==> src/rtl/cla_pkg.sv <==
package cla_pkg;
  // Flat index of the first node of tree level lvl in a W-leaf tree.
  // Level 0 holds the W bit cells, level log2(W) holds the root.
  function automatic int lvl_base(input int w, input int lvl);
    return 2 * w - 2 * (w >> lvl);
  endfunction
endpackage

==> src/rtl/cla_bit_cell.sv <==
module cla_bit_cell (
  input  logic a_i,
  input  logic b_i,
  input  logic c_in,
  output logic g_o,
  output logic p_o,
  output logic s_o
);
  assign g_o = a_i & b_i;
  assign p_o = a_i ^ b_i;
  // sum needs only propagate and incoming carry; no local carry-out
  assign s_o = p_o ^ c_in;
endmodule

==> src/rtl/cla_gp_cell.sv <==
module cla_gp_cell (
  input  logic g_hi,
  input  logic p_hi,
  input  logic g_lo,
  input  logic p_lo,
  output logic g_o,
  output logic p_o
);
  assign g_o = g_hi | (p_hi & g_lo);
  assign p_o = p_hi & p_lo;
endmodule

==> src/rtl/cla_carry_cell.sv <==
module cla_carry_cell (
  input  logic c_in,
  input  logic g_lo,
  input  logic p_lo,
  output logic c_lo,
  output logic c_hi
);
  assign c_lo = c_in;
  assign c_hi = g_lo | (p_lo & c_in);
endmodule

==> src/rtl/cla_adder.sv <==
module cla_adder #(
  parameter int W = 8
) (
  input  logic         clk,
  input  logic         rst,
  input  logic [W-1:0] a,
  input  logic [W-1:0] b,
  input  logic         cin,
  output logic [W-1:0] sum,
  output logic         grp_gen,
  output logic         grp_prop,
  output logic         cout
);
  localparam int LV    = $clog2(W);
  localparam int NODES = 2 * W - 1;
  localparam int ROOT  = NODES - 1;

  logic [NODES-1:0] g_n;
  logic [NODES-1:0] p_n;
  logic [NODES-1:0] c_n;
  logic [W-1:0]     sum_d;
  logic             cout_d;

  // leaf level: per-bit generate, propagate and sum
  for (genvar i = 0; i < W; i++) begin : g_bit
    cla_bit_cell u_bit (
      .a_i (a[i]),
      .b_i (b[i]),
      .c_in(c_n[i]),
      .g_o (g_n[i]),
      .p_o (p_n[i]),
      .s_o (sum_d[i])
    );
  end

  // upward GP tree and mirrored carry tree, one level per iteration
  for (genvar l = 1; l <= LV; l++) begin : g_lvl
    localparam int BASE  = cla_pkg::lvl_base(W, l);
    localparam int CBASE = cla_pkg::lvl_base(W, l - 1);
    for (genvar j = 0; j < (W >> l); j++) begin : g_node
      localparam int LO = CBASE + 2 * j;
      localparam int HI = CBASE + 2 * j + 1;
      cla_gp_cell u_gp (
        .g_hi(g_n[HI]),
        .p_hi(p_n[HI]),
        .g_lo(g_n[LO]),
        .p_lo(p_n[LO]),
        .g_o (g_n[BASE + j]),
        .p_o (p_n[BASE + j])
      );
      cla_carry_cell u_cy (
        .c_in(c_n[BASE + j]),
        .g_lo(g_n[LO]),
        .p_lo(p_n[LO]),
        .c_lo(c_n[LO]),
        .c_hi(c_n[HI])
      );
    end
  end

  assign c_n[ROOT] = cin;
  assign cout_d    = g_n[ROOT] | (p_n[ROOT] & cin);

  always_ff @(posedge clk) begin
    if (rst) begin
      sum      <= '0;
      grp_gen  <= 1'b0;
      grp_prop <= 1'b0;
      cout     <= 1'b0;
    end else begin
      sum      <= sum_d;
      grp_gen  <= g_n[ROOT];
      grp_prop <= p_n[ROOT];
      cout     <= cout_d;
    end
  end

  // ---------------- assertions ----------------
  logic live_q;
  always_ff @(posedge clk) begin
    if (rst) live_q <= 1'b0;
    else     live_q <= 1'b1;
  end


  sum_match_chk: assert property (@(posedge clk) disable iff (rst)
    live_q |-> sum == W'($past(a) + $past(b) + W'($past(cin))));


  cout_match_chk: assert property (@(posedge clk) disable iff (rst)
    live_q |-> cout == 1'(({1'b0, $past(a)} + {1'b0, $past(b)} + (W+1)'($past(cin))) >> W));


  prop_word_chk: assert property (@(posedge clk) disable iff (rst)
    live_q |-> grp_prop == (&($past(a) ^ $past(b))));


  gen_prop_excl_chk: assert property (@(posedge clk) disable iff (rst)
    !(grp_gen && grp_prop));


  cout_from_gp_chk: assert property (@(posedge clk) disable iff (rst)
    live_q |-> cout == (grp_gen | (grp_prop & $past(cin))));


  reset_clear_chk: assert property (@(posedge clk)
    $past(rst) |-> (sum == '0 && !cout && !grp_gen && !grp_prop));
endmodule

==> config.mk <==
export PLATFORM = sky130hd
export DESIGN_NAME = cla_adder
export DESIGN_NICKNAME = d
export VERILOG_FILES = /design/src/rtl/cla_pkg.sv /design/src/rtl/cla_bit_cell.sv /design/src/rtl/cla_gp_cell.sv /design/src/rtl/cla_carry_cell.sv /design/src/rtl/cla_adder.sv
export SDC_FILE = /design/constraint.sdc
export NUM_CORES = 1
export LEC_CHECK = 0
export ABC_AREA = 0
export CELL_PAD_IN_SITES_DETAIL_PLACEMENT = 1
export CELL_PAD_IN_SITES_GLOBAL_PLACEMENT = 1
export CORE_MARGIN = 2
export CORE_UTILIZATION = 30
export DETAILED_ROUTE_END_ITERATION = 6
export DONT_BUFFER_PORTS = 1
export PLACE_DENSITY = 0.52
export SLEW_MARGIN = 0
export SYNTH_ARGS = -nofsm -noshare
export SYNTH_HDL_FRONTEND = slang
export SYNTH_SLANG_ARGS = --single-unit
==> constraint.sdc <==
create_clock -name clk -period 3.51 [get_ports clk]
set_input_delay 0.351 -clock clk [delete_from_list [all_inputs] [get_ports clk]]
set_output_delay 0.351 -clock clk [all_outputs]
set_load 0.01 [all_outputs]
* Word level (Yosys, flattened, before mapping)
Index checks and enable logic that the tools add are counted.
** Operators by class
- Add/subtract/negate cells :: 0
- Multiply operators :: 0
- Divide/modulo/power cells :: 0
- Magnitude comparators :: 0
- Eq/ne operators :: 0
- Shift-type cells :: 0
- Multiplexer cells :: 0
- Bitwise logic cells :: 61
- Reduce and logical (&&, ||, !) cells :: 0
** Operators with widths (number)
- $and 1x1->1 :: 30
- $xor 1x1->1 :: 16
- $or 1x1->1 :: 15
** Word-level totals
- Bits in registers :: 11
- Bits in latches :: 0
- Bits in writable memories :: 0
- Bits in read-only memories :: 0
- Word-level logic and storage cells :: 65
- Memories kept :: 0

* Depth between registers and ports, before layout
- Word-level depth :: 11
- Depth in mapped cells :: 8
- Depth with buffers taken out :: 8

* Cells and area by module
From an unflattened synthesis, not the netlist that was laid out.
** Unflattened totals
- Cell total of the unflattened synthesis :: 68
- Area total of the unflattened synthesis :: 725.7 um^2
** By module, submodules not included
- cla_adder :: instances 1, cells an instance 24, area an instance 345.3 um^2
- cla_bit_cell :: instances 8, cells an instance 2, area an instance 21.3 um^2
- cla_carry_cell :: instances 7, cells an instance 2, area an instance 15.0 um^2
- cla_gp_cell :: instances 7, cells an instance 2, area an instance 15.0 um^2

* Least setup slack after synthesis
No wires, ideal clock.
- Path kind :: input port to flip-flop
- Start :: in a[0]
- End :: reg sum[7]
- Setup time :: 128 ps
- Data arrival time :: 1791 ps
- Data required time :: 3382 ps
- Setup slack :: 1591 ps
- Stages on the path :: 8
- Cell sequence :: ha_1 > a21o_1 > a21oi_2 > o21a_1 > o21ai_1 > fa_1 > xnor2_1 > nor2_1
** On the way
- Cells in the longest elaborated chain, start to end :: 11
- Elaborated cells on any way between the ends :: 15
- Those cells by class :: bitwise: 15
** RTL lines
- start: declaration :: RTL line cla_adder.sv:6 : input logic [W-1:0] a,
- $and 1x1->1 :: RTL line cla_bit_cell.sv:9 : assign g_o = a_i & b_i;
- $and 1x1->1 :: RTL line cla_gp_cell.sv:9 : assign g_o = g_hi | (p_hi & g_lo);
- $or 1x1->1 :: RTL line cla_gp_cell.sv:9
- $and 1x1->1 :: RTL line cla_gp_cell.sv:9
- $or 1x1->1 :: RTL line cla_gp_cell.sv:9
- $or 1x1->1 * :: RTL line cla_carry_cell.sv:9 : assign c_hi = g_lo | (p_lo & c_in);
- $and 1x1->1 * :: RTL line cla_carry_cell.sv:9
- $or 1x1->1 * :: RTL line cla_carry_cell.sv:9
- $and 1x1->1 * :: RTL line cla_carry_cell.sv:9
- $or 1x1->1 * :: RTL line cla_carry_cell.sv:9
- $xor 1x1->1 * :: RTL line cla_bit_cell.sv:12 : assign s_o = p_o ^ c_in;
- end signal: assignment :: RTL line cla_adder.sv:71 : sum <= sum_d;
- end: declaration :: RTL line cla_adder.sv:9 : output logic [W-1:0] sum,
Every way passes the cells marked *; elsewhere a longest branch is shown, timed or not.
A chain may end at the register's enable or synchronous reset.

* Final worst setup path
Ends and elaborated chain as after synthesis.

==> impl_metrics.py <==
metrics = {
    "critical_path": {
        "worstPathRequired_ps": 3670,
        "cpMaxStageDelayCell": "fa_1",
        "max_stage_delay_ps": 390,
        "crit_fanout": 2,
        "arrival_ps": 1860,
        "crit_path_cell_trace": "ha_1 > a21o_1 > a21oi_2 > o21a_1 > o21ai_1 > fa_1 > xnor2_1 > nor2_1",
        "start_kind": "input pin",
        "cp-end-kind": "flip-flop",
        "worstSetupPathType": "input pin to flip-flop",
    },
    "floorplan": {
        "start_util_pct": 32.3,
        "coreArea_um2": 1980,
        "dieArea_um2": 2520,
        "die_w_um": 50.2,
        "pin_count": 30,
        "num_rows": 16,
        "die-height_um": 50.2,
    },
    "sta": {
        "min_period_over_period_pct": 48.5,
        "maxSlewViolCount": 0,
        "max_freq_mhz": 587,
        "finalCriticalPeriod_ps": 1700,
        "hold_viol": 0,
        "worst_pin_slew_ps": 246,
        "rsz0062_at_grt": "false",
        "tns_ps": 0,
        "slew-limit-headroom_pct": 83.6,
        "setup_viol": 0,
    },
    "synthesis": {
        "ys_types": 19,
        "ys_warn_count": 0,
        "synth-seq-cells": 11,
        "avgSynthCellArea_um2": 10.2,
        "syn_area_um2": 641,
        "postSynthCellCount": 63,
        "synth_nets": 94,
        "ys_seq_area_share_pct": 34.4,
    },
    "cells_and_area": {
        "final_common_cell": "dfxtp_1",
        "n_antenna_cell": 0,
        "utilization_pct": 35.2,
        "syn_to_final_growth_pct": 8.79,
        "final_cell_mix": "dfxtp_1, nor2_1, ha_1",
        "final_layout_size_suffix_gt1_share_pct": 10.6,
        "final_nets": 98,
        "fin_cells": 93,
        "design_area_um2": 697,
    },
    "cts": {
        "cts_resized": 0,
        "cts_tree": "built",
        "clockBufferDepth": 2,
        "cts_inserted_buffers": 3,
        "post_cts_buffers": 0,
        "cts-root-buf": "clkbuf_4",
        "htreeDepth": 1,
        "ctsHoldBuffers": 0,
        "clk_pin_slew_ps": 70,
        "cts.sinks": 11,
    },
    "routing": {
        "wl_um": 1130,
        "viasPerCell": 4.40,
        "drc_errors": 0,
        "post_drt_wl_per_cell_um": 12.1,
        "drtIter0Drc": 2,
        "first_pass_iters": 3,
        "vias": 409,
        "postRouteAntennaNets": 0,
    },
    "placement": {
        "place_congestion": 0.632,
        "dpl-instance-area_um2": 671,
        "place.port_buffers": 0,
        "place_hpwl_um": 1000,
        "placed_cells": 89,
    },
    "pwr": {
        "ir_drop_v": 0.000123,
        "power.density_nw_per_um2": 427,
        "power_uw": 298,
        "power.leakage_nw": 0.330,
    },
    "global_routing": {
        "globalRouteOverflowTotal": 0,
        "grt_max_degree": 12,
        "track_usage_pct": 9.79,
        "first_global_vias": 410,
        "antenna_found_initial": 0,
        "grt_pass1_wl_um": 1730,
    },
    "job": {
        "cap_violations": 0,
    },
    "outcome": {
        "status": "finished clean",
    },
    "hold_path": {
        "hold_class": "input pin to flip-flop",
    },
}
## power breakdown
| group | switching [mW] | total (mW) | internal (mW) |
|---|---|---|---|
| clock network | 0.0416 | 0.0855 | 0.0439 |
| registers | 0.0123 | 0.152 | 0.139 |
| logic | 0.0327 | 0.0605 | 0.0278 |
| total | 0.0867 | 0.298 | 0.211 |
## critical path: cells and delay by family
family | cells | cell delay [ps]
AOI/OAI and AO/OA | 4 | 640
xor gates and xnor gates | 1 | 160
adders and majority gates | 2 | 680
and+or+nand+nor | 1 | 50
## metrics by stage
stage | hold WS [ps] | setup slack [ps]
global route | 114 | 1740
finish | 146 | 1810
CTS | 132 | 1800
detailed placement | 423 | 1510
floorplan | 469 | 1590
global placement | 420 | 1530
## routing by layer
layer / share of wire (%) / up-vias / global-route usage (%) / routed length, um
li1: - / 211 / - / -
met1: 42 / 180 / 11.2 / 477
met2: 48 / 16 / 14.5 / 539
met3: 8.0 / 2 / 2.38 / 90
met4: 1.7 / 0 / 9.72 / 19
met5: 0 / - / 0 / 0
## sequential cells by signal, indices dropped and copies added, names as in the netlist
register / cells
cout: 1
grp_gen: 1
grp_prop: 1
sum: 8
## path summary, 6_finish.rpt
path	to	cells after the start	start	slack, ps
worst max-delay path	sum[7]	8	a[0]	1810
worst min-delay path	sum[2]	1	rst	150
## Yosys cell counts
library cell	number	area (um^2)
inv_1	7	26.3
ha_1	8	100
nand2_1	4	15.0
o211ai_1	1	7.51
xnor2_1	1	8.76
nor2b_1	1	6.26
o21ai_1	2	10.0
nand3b_4	1	20.0
clkbuf_1	1	3.75
a21oi_1	6	30.0
o21a_1	1	7.51
a21o_1	1	7.51
nor2_1	8	30.0
a21oi_2	1	8.76
nor4_4	1	21.3
nand2_4	1	11.3
fa_1	4	80.1
xor2_1	3	26.3
dfxtp_1	11	220
## final cells by class
class                   instances  area (um^2)
multi-input cells              44          390
inverters                       7         26.3
well taps                      27         33.8
fillers                       234         1280
flip-flops and latches         11          220
clock buffers                   4         26.3
## cell families (layout without fill, tap and decap cells)
logic type / Yosys count / in the layout / synth area share [%]
buffers and inverters: 8 / 11 / 4.69
AND/OR/NAND/NOR: 16 / 16 / 16.2
flip-flops: 11 / 11 / 34.4
adder cells (fa/ha/maj): 12 / 12 / 28.1
AO/OA/AOI/OAI: 12 / 12 / 11.1
XOR/XNOR: 4 / 4 / 5.47
(Power assumes the default switching activity.)
